### src/rtl/fca_pkg.sv
// Package: shared constants and address helpers for the flash collision arbiter.
// Assumes byte-addressed flash, 1 KB pages and 16-bit engine code words.
package fca_pkg;
    localparam int unsigned PAGE_LOG2 = 10;   // 1 KB erase page
    localparam int unsigned LOC_W     = 8;    // page-location register width
    localparam int unsigned BYTE_W    = 8;
    localparam int unsigned MAX_WORDS = 4096; // engine code size limit

    // Byte address of the first code word for a page location.
    function automatic logic [31:0] page_base(input logic [LOC_W-1:0] loc);
        return 32'(loc) << PAGE_LOG2;
    endfunction
endpackage

### src/rtl/fca_pwe_ctrl.sv
// Module: holds the program-enable bit and routes each processor store cycle.
// When the bit is clear, the store is registered onto the RAM port.
// When it is set, a flash request goes out combinationally.
// Assumes stores are single-cycle strobes.
module fca_pwe_ctrl
    import fca_pkg::*;
#(
    parameter int unsigned ADDR_W = 18
) (
    input  logic              clk,
    input  logic              rst_n,
    input  logic              st_req,
    input  logic [ADDR_W-1:0] st_addr,
    input  logic [BYTE_W-1:0] st_data,
    input  logic              pwe_wr,
    input  logic              pwe_wdata,
    input  logic              irq_glb_en,
    output logic              pwe_q,
    output logic              flash_req,
    output logic              ram_we,
    output logic [ADDR_W-1:0] ram_addr,
    output logic [BYTE_W-1:0] ram_data
);
    // Enable bit: writable only while interrupts are globally disabled.
    always_ff @(posedge clk) begin
        if (!rst_n)
            pwe_q <= 1'b0;
        else if (pwe_wr && !irq_glb_en)
            pwe_q <= pwe_wdata;
    end

    // RAM path: register the store when it is not steered to flash.
    always_ff @(posedge clk) begin
        if (!rst_n) begin
            ram_we   <= 1'b0;
            ram_addr <= '0;
            ram_data <= '0;
        end else begin
            ram_we <= st_req && !pwe_q;
            if (st_req && !pwe_q) begin
                ram_addr <= st_addr;
                ram_data <= st_data;
            end
        end
    end

    // Flash path request.
    always_comb flash_req = st_req && pwe_q;

    // a strobe while interrupts are enabled leaves the bit unchanged.
    p_pwe_locked_r2: assert property (@(posedge clk) disable iff (!rst_n)
        (pwe_wr && irq_glb_en) |=> $stable(pwe_q));
    // a RAM write strobe only follows a store cycle.
    p_ram_from_store_r1: assert property (@(posedge clk) disable iff (!rst_n)
        ram_we |-> $past(st_req));
endmodule

### src/rtl/fca_flash_timer.sv
// Module: accepts flash byte programs and holds the array busy for WR_CYCLES cycles.
// A request is refused while the engine is busy or starting a pass (collision 0).
// A request is dropped silently while an earlier program is still running.
// Assumes eng_start is the same-cycle pass-start decision from the sequencer.
module fca_flash_timer
    import fca_pkg::*;
#(
    parameter int unsigned ADDR_W    = 18,
    parameter int unsigned WR_CYCLES = 4
) (
    input  logic              clk,
    input  logic              rst_n,
    input  logic              flash_req,
    input  logic [ADDR_W-1:0] req_addr,
    input  logic [BYTE_W-1:0] req_data,
    input  logic              eng_busy,
    input  logic              eng_start,
    output logic              col0_set,
    output logic              fl_start,
    output logic [ADDR_W-1:0] fl_addr,
    output logic [BYTE_W-1:0] fl_data,
    output logic              fl_busy
);
    localparam int unsigned CW = $clog2(WR_CYCLES + 1);

    logic [CW-1:0] remain;
    logic          accept;

    // Accept/refuse decision for this cycle.
    always_comb begin
        col0_set = flash_req && (eng_busy || eng_start);
        accept   = flash_req && !eng_busy && !eng_start && !fl_busy;
    end

    // Busy countdown and latched program address/data.
    always_ff @(posedge clk) begin
        if (!rst_n) begin
            remain   <= '0;
            fl_start <= 1'b0;
            fl_addr  <= '0;
            fl_data  <= '0;
        end else begin
            fl_start <= accept;
            if (accept) begin
                remain  <= CW'(WR_CYCLES);
                fl_addr <= req_addr;
                fl_data <= req_data;
            end else if (remain != '0) begin
                remain <= remain - 1'b1;
            end
        end
    end

    // Busy flag seen outside the block.
    always_comb fl_busy = (remain != '0);

    // a program start pulse always comes with the busy flag.
    p_start_busy_r3: assert property (@(posedge clk) disable iff (!rst_n)
        fl_start |-> fl_busy);
    // a request made during a running program starts nothing new.
    p_drop_busy_r8: assert property (@(posedge clk) disable iff (!rst_n)
        (flash_req && fl_busy) |=> (!fl_start && $stable(fl_addr)));
    // a request made while the engine is busy starts nothing.
    p_refuse_r4: assert property (@(posedge clk) disable iff (!rst_n)
        (flash_req && eng_busy) |=> !fl_start);
endmodule

### src/rtl/fca_engine_seq.sv
// Module: runs engine code passes and generates the fetch address for each word.
// A pass starts on pass_tick only when the flash is idle.
// A tick during a program skips the pass (collision 1).
// Assumes PASS_WORDS does not exceed the 4096-word code limit.
module fca_engine_seq
    import fca_pkg::*;
#(
    parameter int unsigned ADDR_W     = 18,
    parameter int unsigned PASS_WORDS = 6
) (
    input  logic              clk,
    input  logic              rst_n,
    input  logic              pass_tick,
    input  logic              fl_busy,
    input  logic [LOC_W-1:0]  loc_sel,
    output logic              eng_start,
    output logic              col1_set,
    output logic              eng_busy,
    output logic              fetch_valid,
    output logic [ADDR_W-1:0] fetch_addr
);
    localparam int unsigned IDX_W = (PASS_WORDS > 1) ? $clog2(PASS_WORDS) : 1;
    localparam logic [IDX_W-1:0] LAST = IDX_W'(PASS_WORDS - 1);

    logic [IDX_W-1:0]  idx;
    logic [ADDR_W-1:0] base;

    // Start or skip decision.
    always_comb begin
        eng_start = pass_tick && !fl_busy && !eng_busy;
        col1_set  = pass_tick && fl_busy;
    end

    // Pass state: busy flag, word index and the base latched at the start.
    always_ff @(posedge clk) begin
        if (!rst_n) begin
            eng_busy <= 1'b0;
            idx      <= '0;
            base     <= '0;
        end else if (eng_start) begin
            eng_busy <= 1'b1;
            idx      <= '0;
            base     <= ADDR_W'(page_base(loc_sel));
        end else if (eng_busy) begin
            if (idx == LAST)
                eng_busy <= 1'b0;
            else
                idx <= idx + 1'b1;
        end
    end

    // Fetch address: base plus two bytes per word.
    always_comb begin
        fetch_valid = eng_busy;
        fetch_addr  = base + (ADDR_W'(idx) << 1);
    end

    initial begin
        assert (PASS_WORDS >= 1 && PASS_WORDS <= MAX_WORDS)
            else $error("PASS_WORDS out of range");
    end

    // consecutive fetches step by one 16-bit word.
    p_fetch_step_r6: assert property (@(posedge clk) disable iff (!rst_n)
        (fetch_valid && $past(fetch_valid)) |-> (fetch_addr == $past(fetch_addr) + ADDR_W'(2)));
    // a tick during a program does not start a pass.
    p_skip_r5: assert property (@(posedge clk) disable iff (!rst_n)
        (pass_tick && fl_busy && !eng_busy) |=> !eng_busy);
endmodule

### src/rtl/fca_irq.sv
// Module: two sticky collision flags with write-1-to-clear.
// A set in the same cycle as a clear wins.
module fca_irq (
    input  logic       clk,
    input  logic       rst_n,
    input  logic       col0_set,
    input  logic       col1_set,
    input  logic [1:0] irq_clr,
    output logic       irq_col0,
    output logic       irq_col1
);
    // Flag update: set has priority over clear.
    always_ff @(posedge clk) begin
        if (!rst_n) begin
            irq_col0 <= 1'b0;
            irq_col1 <= 1'b0;
        end else begin
            irq_col0 <= col0_set || (irq_col0 && !irq_clr[0]);
            irq_col1 <= col1_set || (irq_col1 && !irq_clr[1]);
        end
    end

    // a raised flag holds until it is cleared.
    p_sticky0_r7: assert property (@(posedge clk) disable iff (!rst_n)
        (irq_col0 && !irq_clr[0]) |=> irq_col0);
    p_sticky1_r7: assert property (@(posedge clk) disable iff (!rst_n)
        (irq_col1 && !irq_clr[1]) |=> irq_col1);
    // collision 0 raises its flag.
    p_col0_r4: assert property (@(posedge clk) disable iff (!rst_n)
        col0_set |=> irq_col0);
    // collision 1 raises its flag.
    p_col1_r5: assert property (@(posedge clk) disable iff (!rst_n)
        col1_set |=> irq_col1);
endmodule

### src/rtl/flash_collision_arbiter.sv
// Module: top level of the flash program / engine fetch collision arbiter.
// Connects enable-bit steering, the program timer, the pass sequencer and
// the collision flags.
// Assumes a single clock and synchronous active-low reset.
module flash_collision_arbiter
    import fca_pkg::*;
#(
    parameter int unsigned ADDR_W     = 18,
    parameter int unsigned WR_CYCLES  = 4,
    parameter int unsigned PASS_WORDS = 6
) (
    input  logic              clk,
    input  logic              rst_n,
    input  logic              st_req,
    input  logic [ADDR_W-1:0] st_addr,
    input  logic [7:0]        st_data,
    input  logic              pwe_wr,
    input  logic              pwe_wdata,
    input  logic              irq_glb_en,
    input  logic              pass_tick,
    input  logic [7:0]        loc_sel,
    input  logic [1:0]        irq_clr,
    output logic              pwe_q,
    output logic              ram_we,
    output logic [ADDR_W-1:0] ram_addr,
    output logic [7:0]        ram_data,
    output logic              fl_start,
    output logic [ADDR_W-1:0] fl_addr,
    output logic [7:0]        fl_data,
    output logic              fl_busy,
    output logic              eng_busy,
    output logic              fetch_valid,
    output logic [ADDR_W-1:0] fetch_addr,
    output logic              irq_col0,
    output logic              irq_col1
);
    logic flash_req, eng_start, col0_set, col1_set;

    fca_pwe_ctrl #(.ADDR_W(ADDR_W)) u_pwe (
        .clk(clk), .rst_n(rst_n), .st_req(st_req), .st_addr(st_addr),
        .st_data(st_data), .pwe_wr(pwe_wr), .pwe_wdata(pwe_wdata),
        .irq_glb_en(irq_glb_en), .pwe_q(pwe_q), .flash_req(flash_req),
        .ram_we(ram_we), .ram_addr(ram_addr), .ram_data(ram_data)
    );

    fca_flash_timer #(.ADDR_W(ADDR_W), .WR_CYCLES(WR_CYCLES)) u_timer (
        .clk(clk), .rst_n(rst_n), .flash_req(flash_req), .req_addr(st_addr),
        .req_data(st_data), .eng_busy(eng_busy), .eng_start(eng_start),
        .col0_set(col0_set), .fl_start(fl_start), .fl_addr(fl_addr),
        .fl_data(fl_data), .fl_busy(fl_busy)
    );

    fca_engine_seq #(.ADDR_W(ADDR_W), .PASS_WORDS(PASS_WORDS)) u_eng (
        .clk(clk), .rst_n(rst_n), .pass_tick(pass_tick), .fl_busy(fl_busy),
        .loc_sel(loc_sel), .eng_start(eng_start), .col1_set(col1_set),
        .eng_busy(eng_busy), .fetch_valid(fetch_valid), .fetch_addr(fetch_addr)
    );

    fca_irq u_irq (
        .clk(clk), .rst_n(rst_n), .col0_set(col0_set), .col1_set(col1_set),
        .irq_clr(irq_clr), .irq_col0(irq_col0), .irq_col1(irq_col1)
    );

    // the array never serves a program and a pass at the same time.
    p_exclusive_r10: assert property (@(posedge clk) disable iff (!rst_n)
        !(fl_busy && eng_busy));
    // a store with the enable bit clear never starts a program.
    p_no_flash_when_clear_r1: assert property (@(posedge clk) disable iff (!rst_n)
        (st_req && !pwe_q) |=> !fl_start);
endmodule

### config.mk
export PLATFORM = sky130hd
export DESIGN_NAME = flash_collision_arbiter
export DESIGN_NICKNAME = d
export VERILOG_FILES = /design/src/rtl/fca_pkg.sv /design/src/rtl/fca_pwe_ctrl.sv /design/src/rtl/fca_flash_timer.sv /design/src/rtl/fca_engine_seq.sv /design/src/rtl/fca_irq.sv /design/src/rtl/flash_collision_arbiter.sv
export SDC_FILE = /design/constraint.sdc
export NUM_CORES = 1
export LEC_CHECK = 0
export BUFFER_PORTS_ARGS = -buffer_cell sky130_fd_sc_hd__buf_2
export CAP_MARGIN = 10
export CORE_UTILIZATION = 35
export CTS_BUF_LIST = sky130_fd_sc_hd__clkbuf_8
export CTS_CLUSTER_SIZE = 16
export DETAILED_ROUTE_END_ITERATION = 16
export PLACE_DENSITY_LB_ADDON = 0.2
export SETUP_SLACK_MARGIN = 0.2
export SYNTH_ARGS = -nofsm -noshare
export SYNTH_HDL_FRONTEND = slang
export SYNTH_SLANG_ARGS = --single-unit
### constraint.sdc
create_clock -name clk -period 2.65 [get_ports clk]
set_input_delay 0.53 -clock clk [delete_from_list [all_inputs] [get_ports clk]]
set_output_delay 0.53 -clock clk [all_outputs]
set_load 0.01 [all_outputs]
==> results.tsv, run 1 <==
metric	value	unit
GR Layer Usage met3	4.39	%
cell area after synthesis	2820	um2
min-delay src	irq_clr[0]	
Initial Util	36.3	%
Hold Crit Class	input pin to flip-flop	
Via Count	2448	
layout cells sized above 1	32.1	%
worst skew pair latency	0.34	ns
CTS Buf Count	9	
CP Capture Type	output port	
P&R area growth vs syn	28.8	%
Die Y	91.8	um
Max Clock Skew	0.00740	ns
final setup fails	0	
routing usage on met2	26.0	%
area of the core	7770	um2
fin crit period	1.96	ns
multiplexer share of the synthesized area	9.57	%
drt first-iter violations	86	
Critical R2R Launch	u_timer.remain[0]$_SDFFE_PP0P_	
Setup Total Neg Slack	0	ns
first-pass GRT wire length	10.8	mm
Avg Cell Area, Syn	8.61	um2
Pre-antenna DRT Iters	4	
post-synthesis simple-gate area fraction	21.3	%
final HPWL from detailed placement	4.56	mm
Synth Area in Compound Gates	8.42	%
power density over cell area	741	nW/um2
initial antenna violation count	0	
overall power	2.69	mW
Die X	91.8	um
placed cell area	3420	um2
I/O Buffers	113	
Slew Limit Fails	0	
Ant. Diodes	0	
Yosys top cell area share	51.1	%
Clock H-tree levels	3	
Gate Count Post-Synth	328	
hold_ws	0.368	ns
Ys Warns	0	
setup slack after layout	0.685	ns
xor and xnor area share after synthesis	0.621	%
# rows	32	
Post-Synth Adder-Cell Area	1.77	%
worst path required time	2.12	ns
total grt overflow	0	
largest net degree at the start of global routing	73	
Residual DRC	0	
worst-path maximum fanout	6	
GRT busiest layer	met2	
post-synthesis sequential area ratio	51.1	%
post-synthesis cell type count	30	
most common cell after layout, fill and taps aside	nand2_1	
root buffer cell	clkbuf_8	
largest family of logic cells by synthesized area	simple AND/OR/NAND/NOR gates	
worst rel slew slack	55.3	%
placed insts	525	
Max Clock Freq	509	MHz
clock transition at the registers of the reported paths	0.07	ns
top cells by area, synth	dfxtp_1 51%, nand2_1 15%, mux2i_1 9.6%	
area leader, netlist	dfxtp_1	
post-route cell area	3630	um2
DRT antenna net count	0	
Critical Path Source	u_timer.remain[0]$_SDFFE_PP0P_	
Setup WS pre-CTS	0.924	ns
Vias/cell	4.52	
Final Util	46.8	%
GP Congestion	0.751	
wire per inst	12.1	um
Post-CTS Resized	0	
Max-Cap Viols	0	
non-filler cells, final	541	
GR met1 Demand/Resource	20.4	%
Lkg Pwr	1.68	nW
clk sinks	72	
Net count, final	481	
Post-CTS Setup Inserts	0	
CTS Buffer Depth	2	
final hold violation count	0	
status	complete, no violations	
Worst-Margin Slew	0.671	ns
FF+latch count, synth	72	
DIE AREA	8430	um2
Top Ports	121	
number of global-route vias before repair	2258	
Hold-fix buffers, CTS	0	
CP Launch Type	flip-flop	
peak supply drop	0.000247	V
RSZ-0062 raised after global routing	false	
period utilization	74.1	%
CTS tree	done	
Total GRT Usage	16.4	%
commonest cells after routing, fill and taps aside	114 x nand2_1, 113 x buf_2, 72 x dfxtp_1	
Arrival @ worst endpoint	1.43	ns
final WL	6.52	mm
critical path class	flip-flop to output port	
kinds of logic after synthesis:
| kind of cell | count (synthesis) |
|---|---|
| simple gates | 143 |
| flops | 72 |
| compound gates | 43 |
| buf+inv | 36 |
| mux | 27 |
| fa+ha+maj | 4 |
| xor+xnor | 2 |
| other cells | 1 |
report_power, final:
| group | internal [mW] | leakage (nW) | switching [mW] |
|---|---|---|---|
| Combinational | 0.228 | 0.981 | 0.308 |
| Sequential | 1.18 | 0.587 | 0.0617 |
| Clock | 0.512 | 0.109 | 0.410 |
cell type report:
| cell class | count | area, um2 |
|---|---|---|
| Tap cell | 102 | 128 |
| Clock buffer | 12 | 165 |
| Timing Repair Buffer | 120 | 618 |
| Fill cell | 808 | 4130 |
| Clock inverter | 4 | 51.3 |
| Multi-Input combinational cell | 226 | 1210 |
| Sequential cell | 72 | 1440 |
| Inverter | 5 | 18.8 |
critical path: stages, from the launching register on:
cell,delay (ns)
dfxtp_1,0.34
inv_1,0.07
ha_1,0.23
nand2b_1,0.25
buf_2,0.21
Yosys cell counts:
cell type and count:
nand2_1 114, dfxtp_1 72, a21oi_1 28, mux2i_1 27
clkbuf_1 14, o21ai_0 9, buf_4 8, nand3_1 8
nor2_1 8, inv_1 5, buf_2 4, buf_6 4
ha_1 4, nand2b_1 3, nor2b_1 3, nor3_1 2
xnor2_1 2, a2111oi_2 1, a211oi_1 1, a21boi_0 1
a31oi_1 1, and2_1 1, and4b_1 1, buf_1 1
conb_1 1, nor4_4 1, nor4bb_1 1, o21a_1 1
o32ai_1 1, or3b_2 1
layer usage:
metal  share of wire, %  vias up
met2                 46       76
met3                6.6        7
met4                1.6        0
met5                  0        -
li1                   -     1256
met1                 46     1109
state kept, by name (all words and copies together), names as in the netlist, 3 cells and up:
register and flops:
u_timer.fl_addr 18, u_pwe.ram_addr 18, u_eng.base 8, u_eng.idx 3, u_timer.remain 3, u_pwe.ram_data 8, u_timer.fl_data 8
worst paths after layout:
check                                         end  slack [ns]  depth (start not counted)
setup / recovery                          fl_busy        0.69                          4
hold / removal          u_irq.irq_col0$_SDFF_PN0_        0.37                          2
setup reg to reg  u_timer.fl_data[3]$_SDFFE_PN0P_        0.93                          6
hold reg to reg    u_pwe.ram_addr[6]$_SDFFE_PN0P_        0.45                          2
(Power assumes the default switching activity.)
==> run 2, diff against run 1 <==
- clock period: 2.65 -> 1.79 ns (I/O delays scaled with it)
==> run 2 against run 1 <==
Against the previous run:
- register-to-register slack lost 0.69 ns
- die area is the same
- utilization grew 1.4 points
- sequential cell count is the same
- global-route usage grew 0.45 points
- critical path depth grew 3
- count of clock-buffer cells in the layout shrank 3
- via count grew 0.94%
- first-iteration DRC count grew 5.8%
- worst hold slack lost 0.16 ns
- clock skew grew 0.0029 ns
- largest power group unchanged
==> results.tsv, run 2 (same netlist as run 1, synthesis figures left out) <==
metric	value	unit
period utilization	86.6	%
placed insts	531	
# rows	32	
total grt overflow	0	
Slew Limit Fails	0	
post-route cell area	3740	um2
overall power	4.06	mW
Max Clock Freq	645	MHz
placed cell area	3480	um2
final WL	6.72	mm
first-pass GRT wire length	11.0	mm
DIE AREA	8430	um2
largest net degree at the start of global routing	51	
drt first-iter violations	91	
Max-Cap Viols	0	
Initial Util	36.3	%
min-delay src	irq_clr[0]	
non-filler cells, final	551	
initial antenna violation count	0	
CTS Buffer Depth	2	
clock transition at the registers of the reported paths	0.08	ns
Arrival @ worst endpoint	1.82	ns
status	complete, no violations	
biggest regs	u_pwe.ram_addr x18, u_timer.fl_addr x18	
worst skew pair latency	0.34	ns
Die X	91.8	um
worst-path maximum fanout	5	
CP max stage delay	0.33	ns
Pre-antenna DRT Iters	4	
Residual DRC	0	
critical path class	flip-flop to flip-flop	
Clock H-tree levels	3	
Hold EP	u_irq.irq_col0$_SDFF_PN0_	
Hold-fix buffers, CTS	0	
GP Congestion	0.701	
Final Util	48.2	%
I/O Buffers	113	
worst rel slew slack	65.1	%
P&R area growth vs syn	32.5	%
most common cell after layout, fill and taps aside	nand2_1	
Critical R2R Launch	u_timer.remain[0]$_SDFFE_PP0P_	
flop2flop setup slack	0.24	ns
final hold violation count	0	
Slowest cell on crit path	dfxtp_2	
peak supply drop	0.000423	V
WHS Path Cells	2	
R2R Path End	u_timer.fl_addr[0]$_SDFFE_PN0P_	
Hold Crit Class	input pin to flip-flop	
CTS tree	done	
worst path required time	2.06	ns
CP Capture Type	flip-flop	
commonest cells after routing, fill and taps aside	114 x nand2_1, 113 x buf_2, 70 x dfxtp_1	
Die Y	91.8	um
R2R depth	7	
Lkg Pwr	1.73	nW
root buffer cell	clkbuf_8	
Max Clock Skew	0.0103	ns
Top Ports	121	
Vias/cell	4.48	
DRT antenna net count	0	
number of global-route vias before repair	2294	
Via Count	2471	
final setup fails	0	
CP Launch Type	flip-flop	
Setup Total Neg Slack	0	ns
layout cells sized above 1	34.7	%
fin crit period	1.55	ns
wire per inst	12.2	um
final HPWL from detailed placement	4.70	mm
Net count, final	492	
power density over cell area	1090	nW/um2
area of the core	7770	um2
Ant. Diodes	0	
Worst-Margin Slew	0.519	ns
clk sinks	72	
CTS Buf Count	9	
Total GRT Usage	16.8	%
RSZ-0062 raised after global routing	true	
CP Cell Sequence	inv_2 -> ha_4 -> nand2b_4 -> buf_4 -> nor4_4 -> buf_2 -> mux2i_1	
-- run 2: power breakdown --
group	switching (mW)	leakage, nW	internal [mW]	total, mW
Sequential	0.0975	0.588	1.74	1.84
Combinational	0.503	1.05	0.494	0.997
Clock	0.596	0.0925	0.630	1.23
Total	1.20	1.73	2.87	4.06
-- run 2: stage by stage --
step           setup WS, ns  hold WS (ns)
6_report              0.241         0.212
5_1_grt               0.174         0.190
4_1_cts               0.206         0.190
3_5_place_dp          0.270         0.445
3_3_place_gp          0.321         0.438
2_1_floorplan         0.302         0.455
-- run 2: final cells by class --
class / count / area (um2)
clock buffers: 9 / 124
clock inverters: 6 / 62.6
well taps: 102 / 128
fillers: 786 / 4030
multi-input cells: 226 / 1230
repair buffers: 131 / 732
flip-flops and latches: 72 / 1440
inverters: 5 / 18.8
-- run 2: routing by layer --
layer	up-vias	wire length [um]	track usage, %	part of all wire, %
li1	1281	-	-	-
met1	1110	3230	21.0	48
met2	76	2990	26.6	44
met3	4	451	6.47	6.7
met4	0	51	5.47	0.76
met5	-	0	0	0
-- run 2: timing repair --
action | CTS | global route
endpoints found under the setup margin | 1 | 25
pin swaps | 1 | 2
setup buffers | 3 | 1
gates cloned | 0 | 1
hold endpoints to repair | 0 | 0
gates resized for setup | 7 | 5
-- run 2: how the worst max path moves through the flow --
stage / slack [ns] / cells after the start / to / startpoint
finish: 0.24 / 7 / u_timer.fl_addr[0]$_SDFFE_PN0P_ / u_timer.remain[0]$_SDFFE_PP0P_
global route: 0.17 / 7 / u_timer.fl_addr[0]$_SDFFE_PN0P_ / u_timer.remain[0]$_SDFFE_PP0P_
CTS: 0.21 / 5 / fl_busy / u_timer.remain[1]$_SDFFE_PP0P_
detailed placement: 0.27 / 6 / u_timer.fl_addr[14]$_SDFFE_PN0P_ / u_timer.remain[0]$_SDFFE_PP0P_
global placement: 0.32 / 6 / u_timer.fl_addr[4]$_SDFFE_PN0P_ / u_timer.remain[0]$_SDFFE_PP0P_
floorplan: 0.30 / 7 / u_timer.fl_addr[12]$_SDFFE_PN0P_ / u_timer.remain[0]$_SDFFE_PP0P_
-- run 2: worst max-delay path, delay by kind of cell, from the launching register on --
kind	cells	cell delay (ns)
buffers and inverters	3	0.47
flip-flops	1	0.33
AND/OR/NAND/NOR	2	0.33
multiplexers	1	0.19
adder cells (fa/ha/maj)	1	0.16
